## src/rtl/ternlogic_unit.sv

```systemverilog
module ternlogic_unit #(
  parameter int XLEN = 64
) (
  input  logic            clk,
  input  logic            rst_n,
  input  logic            in_valid,
  input  logic [XLEN-1:0] in_old_dst,
  input  logic [XLEN-1:0] in_src_a,
  input  logic [XLEN-1:0] in_src_b,
  input  logic [7:0]      in_tbl,
  input  logic            in_record,
  input  logic            in_so,
  output logic            out_done,
  output logic [XLEN-1:0] out_result,
  output logic            out_cond_we,
  output logic [3:0]      out_cond
);

  logic [XLEN-1:0] res_next;

  for (genvar j = 0; j < XLEN; j++) begin : g_bit
    assign res_next[j] = in_tbl[{in_old_dst[j], in_src_a[j], in_src_b[j]}];
  end

  wire is_zero = (res_next == '0);
  wire is_neg  = res_next[XLEN-1];
  wire [3:0] cond_next = {is_neg, !is_neg && !is_zero, is_zero, in_so};

  always_ff @(posedge clk or negedge rst_n) begin
    if (!rst_n) begin
      out_done    <= 1'b0;
      out_cond_we <= 1'b0;
      out_result  <= '0;
      out_cond    <= '0;
    end else begin
      out_done    <= in_valid;
      out_cond_we <= in_valid && in_record;
      if (in_valid) out_result <= res_next;
      if (in_valid && in_record) out_cond <= cond_next;
    end
  end

  a_r2_done_follows: assert property (@(posedge clk) disable iff (!rst_n)
    in_valid |=> out_done);
  a_r2_no_spurious_done: assert property (@(posedge clk) disable iff (!rst_n)
    !in_valid |=> !out_done);
  a_r3_result_hold: assert property (@(posedge clk) disable iff (!rst_n)
    !in_valid |=> $stable(out_result));
  a_r4_cond_hold: assert property (@(posedge clk) disable iff (!rst_n)
    !(in_valid && in_record) |=> ($stable(out_cond) && !out_cond_we));
  a_r4_we_with_done: assert property (@(posedge clk) disable iff (!rst_n)
    out_cond_we |-> out_done);
  a_r5_eq_flag: assert property (@(posedge clk) disable iff (!rst_n)
    out_cond_we |-> (out_cond[1] == (out_result == '0)));
  a_r5_one_flag: assert property (@(posedge clk) disable iff (!rst_n)
    out_cond_we |-> $onehot(out_cond[3:1]));
  a_r6_all_ones: assert property (@(posedge clk) disable iff (!rst_n)
    (in_valid && in_tbl == 8'hFF) |=> (out_result == '1));
  a_r7_copy_a: assert property (@(posedge clk) disable iff (!rst_n)
    (in_valid && in_tbl == 8'hCC) |=> (out_result == $past(in_src_a)));

endmodule

```

## config.mk

```make
export PLATFORM = sky130hd
export DESIGN_NAME = ternlogic_unit
export DESIGN_NICKNAME = d
export VERILOG_FILES = /design/src/rtl/ternlogic_unit.sv
export SDC_FILE = /design/constraint.sdc
export NUM_CORES = 1
export LEC_CHECK = 0
export ABC_AREA = 1
export BUFFER_PORTS_ARGS = -buffer_cell sky130_fd_sc_hd__buf_2
export CAP_MARGIN = 25
export CORE_MARGIN = 2
export CORE_UTILIZATION = 51
export CTS_BUF_LIST = sky130_fd_sc_hd__clkbuf_2
export CTS_CLUSTER_SIZE = 10
export DETAILED_ROUTE_END_ITERATION = 10
export PLACE_DENSITY_LB_ADDON = 0.1
export SLEW_MARGIN = 20
export SYNTH_ARGS = -nofsm -noshare
export SYNTH_HDL_FRONTEND = slang
export SYNTH_SLANG_ARGS = --single-unit
```

## constraint.sdc

```tcl
create_clock -name clk -period 0.81 [get_ports clk]
set_input_delay 0 -clock clk [delete_from_list [all_inputs] [get_ports clk]]
set_output_delay 0 -clock clk [all_outputs]
set_load 0.01 [all_outputs]
```

==> results of run 1 <==
through the flow:
step / setup TNS, ns / std cells / setup WS, ns / hold slack (ns)
2_1_floorplan: -1.00 / 1575 / -0.469 / -0.296
3_3_place_gp: -15.96 / 2152 / -0.897 / -0.111
3_5_place_dp: -17.44 / 2152 / -0.939 / -0.106
4_1_cts: -33.76 / 2359 / -0.430 / -0.343
repair_timing:
action	CTS
gates cloned	22
gates resized for setup	130
setup endpoints to repair	72
pin swaps	71
setup buffers	111
hold endpoints to repair	140
hold buffers	60
cells by family after synthesis:
group	count (synthesis)	synth area share, %
AO/OA/AOI/OAI	78	5.92
buffers and inverters	256	13.3
flip-flops	70	21.6
AND/OR/NAND/NOR	1171	59.1
layer usage:
layer  global-route usage (%)  GRT overflow
met1                     79.0             0
met2                     95.5            57
met3                     62.5             1
met4                     84.0            37
met5                     19.1             0
==> impl_metrics.json, run 1 <==
{
  "outcome": "aborted with a tool error",
  "lastStage": "5_1_grt",
  "error_line": "[ERROR GRT-0232] Routing congestion too high. Check the congestion heatmap in the GUI.",
  "gp_routability_congestion": 0.918,
  "grt_start_max_net_pins": 38,
  "grtUsageTotal_pct": 79.1,
  "cts_buffer_depth": 2,
  "numCtsBuffers": 9,
  "die_h_microns": 130,
  "pin_count": 275,
  "yosys_warnings": 0,
  "worstEpCategory": "output port",
  "yosysTopAreaCell": "nand2_1",
  "ys_seq_area_share_pct": 21.6,
  "synth_top_area_share_pct": 37.2,
  "synth_common_cells": "nand2_1 (802), nand3_1 (262), inv_1 (184)",
  "ys_ff_latch": 70,
  "cts.sinks": 70,
  "htree_num_levels": 3,
  "clock-root-buffer": "clkbuf_2",
  "synth.distinct_cells": 24,
  "synth.area.top_cells": "nand2_1 (37%), dfrtp_1 (22%), nand3_1 (16%), inv_1 (8.5%), nor2_1 (4.0%)",
  "synth.cell_area_sq_um": 8100,
  "initial_core_util_pct": 51.5,
  "synthArstFlopShare_pct": 100,
  "portBuffers": 274,
  "synth_cells": 1575,
  "synthMostInstantiatedCell": "nand2_1",
  "synth_edf_count": 0,
  "placed_area_sq_um": 10800,
  "crit_endpoint": "out_result[54]",
  "syn-num-nets": 1780,
  "ys.flop_type": "dfrtp_1",
  "num_rows": 46,
  "syn_area_per_cell_sq_um": 5.14,
  "gr-total-overflow": 95,
  "fp.dieW_microns": 130,
  "dp_hpwl_mm": 24.2
}
==> run 2: changes to the inputs <==
- CORE_UTILIZATION: 51 -> 36
- CTS_BUF_LIST: sky130_fd_sc_hd__clkbuf_2 -> not set
- CTS_CLUSTER_SIZE: 10 -> not set
- PLACE_DENSITY_LB_ADDON: 0.1 -> 0.15
==> impl_metrics.json, run 2 <==
{
  "worst_pin_slew_ns": 0.305,
  "syn-num-nets": 1780,
  "layout_common_cells": "nand2_1 (755), nand3_1 (254), buf_2 (246)",
  "synthXorXnorAreaFrac_pct": 0,
  "avgViaCountPerCell": 5.20,
  "num_rows": 54,
  "numCtsBuffers": 9,
  "wl_per_cell_microns": 16.8,
  "pwr-share-comb_pct": 48.0,
  "grt_start_max_net_pins": 51,
  "drv_slew": 0,
  "cp_data_required_time_ns": 1.06,
  "hold_violations": 23,
  "worstSetupPathType": "in2reg",
  "synth_fa_ha_area_share_pct": 0,
  "cts.sinks": 70,
  "synthMostInstantiatedCell": "nand2_1",
  "rsz0062_at_grt": "true",
  "tritoncts": "done",
  "area_delta_synth_final_pct": 61.5,
  "synth_mux_area_share_pct": 0,
  "ys_ff_latch": 70,
  "final_common_cell": "nand2_1",
  "gr-total-overflow": 0,
  "htree_num_levels": 3,
  "skew_ns": 0,
  "switching_share_pct": 39.3,
  "path_cells": "buf_2 -> inv_8 -> buf_12 -> buf_16 -> nand2_1 -> nand3_1 -> nand2_1 -> nand2_2 -> nand2_2 -> nor2_1 -> nand2_1 -> nor2_2 -> nand2_1 -> nor2_2 -> nand2_1 -> nand2_1 -> nand2_1",
  "pin_count": 275,
  "portBuffers": 274,
  "path_clk_slew_ns": 0.06,
  "grtUsageTotal_pct": 31.2,
  "worst_path_max_delay_cell": "nor2_2",
  "grt_pass1_wl_mm": 57.9,
  "fin_tns_setup_ns": -6.37,
  "hold_path_class": "in2reg",
  "yosys_warnings": 0,
  "core_area_sq_um": 22000,
  "crit_path_start": "in_tbl[6]",
  "outcome": "finished, violations left",
  "dp.cells": 2191,
  "routed-via-count": 11991,
  "powerDensity_nw_per_um2": 1190,
  "synth_compound_area_share_pct": 5.92,
  "ys_seq_area_share_pct": 21.6,
  "yosys.area_share.simple_pct": 59.1,
  "crit_fanout": 6,
  "nets": 2220,
  "hold_buffers": 3,
  "antenna_found_initial": 9,
  "wl_mm": 38.7,
  "top_regs": "out_result: 64 flops, out_cond: 4 flops",
  "synth_top_family_by_area": "simple AND/OR/NAND/NOR gates",
  "drc": 0,
  "clock_power_share_pct": 25.0,
  "period_minus_slack_ns": 1.27,
  "synth.cell_area_sq_um": 8100,
  "insertion_delay_ns": 0.36,
  "ant_nets": 0,
  "critPathCaptureType": "register",
  "synth_common_cells": "nand2_1 (802), nand3_1 (262), inv_1 (184)",
  "vdd_drop_max_mv": 0.945,
  "drt_iter0_markers": 842,
  "p_switching_mw": 6.13,
  "maxCapViolCount": 0,
  "gp_routability_congestion": 0.935,
  "dp_hpwl_mm": 25.3,
  "die_h_microns": 154,
  "cp_common_cell": "nand2_1",
  "firstDrtPassIters": 6,
  "synth.area.top_cells": "nand2_1 (37%), dfrtp_1 (22%), nand3_1 (16%), inv_1 (8.5%), nor2_1 (4.0%)",
  "violations": "negative hold slack, negative setup slack",
  "p_total_mw": 15.6,
  "cts_buffer_depth": 2,
  "drive_above_1_share_pct": 30.3,
  "p_seq_share_pct": 27.0,
  "reg2reg_to": "out_result[7]$_DFFE_PN0P_",
  "synthArstFlopShare_pct": 100,
  "final-setup-viol-count": 73,
  "leakagePower_nw": 7.51,
  "ys.flop_type": "dfrtp_1",
  "slew_headroom_pct": 79.7,
  "rrSetupSlack_ns": -0.04,
  "cp.arrival_ns": 1.52,
  "crit_path_end": "out_cond[2]$_DFFE_PN0P_",
  "utilization_pct": 59.6,
  "max_stage_delay_ns": 0.15,
  "initial_core_util_pct": 36.9,
  "r2r-start": "out_result[7]$_DFFE_PN0P_",
  "clock.fmax_ghz": 0.787,
  "fin_hold_ws_ns": -0.0680,
  "power.internal_mw": 9.49,
  "fill_cells": 2089,
  "die-area_sq_um": 23700,
  "largest_register_ffs": 64,
  "worst_setup_path_start_kind": "input pin",
  "clock-root-buffer": "clkbuf_16",
  "syn_area_per_cell_sq_um": 5.14,
  "reg2reg_depth": 4,
  "grt_pass1_vias": 10974,
  "synth_top_area_share_pct": 37.2,
  "synth.distinct_cells": 24,
  "setup_ws_ns": -0.461,
  "finalCritPeriodShare_pct": 157,
  "stdcell_count": 2307,
  "regMostFlops": "out_result",
  "fp.dieW_microns": 154,
  "yosysTopAreaCell": "nand2_1",
  "synth_edf_count": 0,
  "synth_cells": 1575
}
==> run 2: cell counts after synthesis <==
No cell type changed its count.
==> run 2: power by group through the flow <==
| stage | clock network, mW | registers [mW] | logic (mW) |
|---|---|---|---|
| floorplan | 0 | 4.42 | 2.74 |
| global placement | 0 | 4.24 | 5.71 |
| detailed placement | 0 | 4.24 | 5.80 |
| CTS | 3.93 | 4.19 | 6.83 |
| global route | 4.10 | 4.25 | 8.15 |
| finish | 3.91 | 4.21 | 7.49 |
==> run 2: worst max-delay path, delay by kind of cell <==
kind                   cells  cell delay [ns]
and+or+nand+nor           13             1.02
buffers and inverters      4             0.49
==> run 2: area by class of cell <==
type,count,area (sq um),area share (%)
multi-input combinational,1249,5620,42.9
timing repair buffer,492,4270,32.6
sequential,70,1750,13.4
inverter,192,811,6.20
tap,280,350,2.68
clock buffer,10,229,1.75
clock inverter,5,27.5,0.210
antenna,8,20.0,0.153
timing repair inverter,1,8.76,0.0670
==> run 2: metrics by stage <==
step	setup slack (ns)	area (sq um)
2_1_floorplan	-0.469	8110
3_3_place_gp	-1.10	10800
3_5_place_dp	-1.06	10800
4_1_cts	-0.454	12300
5_1_grt	-0.561	13100
6_report	-0.461	13100
==> run 2: how the worst min path moves through the flow <==
stage                             start                         end  depth (start not counted)
after global routing      in_old_dst[3]   out_result[3]$_DFFE_PN0P_                          3
final                     in_old_dst[3]   out_result[3]$_DFFE_PN0P_                          3
after global placement            rst_n  out_result[24]$_DFFE_PN0P_                          1
after detailed placement          rst_n  out_result[24]$_DFFE_PN0P_                          1
after CTS                 in_old_dst[5]   out_result[5]$_DFFE_PN0P_                          4
after floorplan                   rst_n     out_cond[0]$_DFFE_PN0P_                          0
==> run 2: logic make-up (layout without fill, tap and decap cells) <==
logic type	count (synthesis)	after routing
AOI/OAI and AO/OA	78	78
buffers and inverters	256	700
other	0	8
DFF	70	70
and+or+nand+nor	1171	1171
==> run 2: repair_timing <==
| item | in CTS | in global routing |
|---|---|---|
| endpoints found under the setup margin | 75 | 92 |
| endpoints found under the hold margin | 97 | 17 |
| pin swaps | 24 | 59 |
| gates resized for setup | 95 | 130 |
| buffers inserted | 49 | 24 |
| cloned | 17 | 8 |
==> run 2: per-layer routing <==
| layer | global-route usage, % | part of all wire (%) | up-vias |
|---|---|---|---|
| met2 | 50.5 | 46 | 592 |
| met3 | 6.85 | 9.4 | 94 |
| li1 | - | - | 5828 |
| met1 | 40.2 | 41 | 5475 |
| met5 | 0 | 0.034 | - |
| met4 | 13.0 | 3.6 | 2 |
Note: power is estimated with default switching activity, not from simulation.
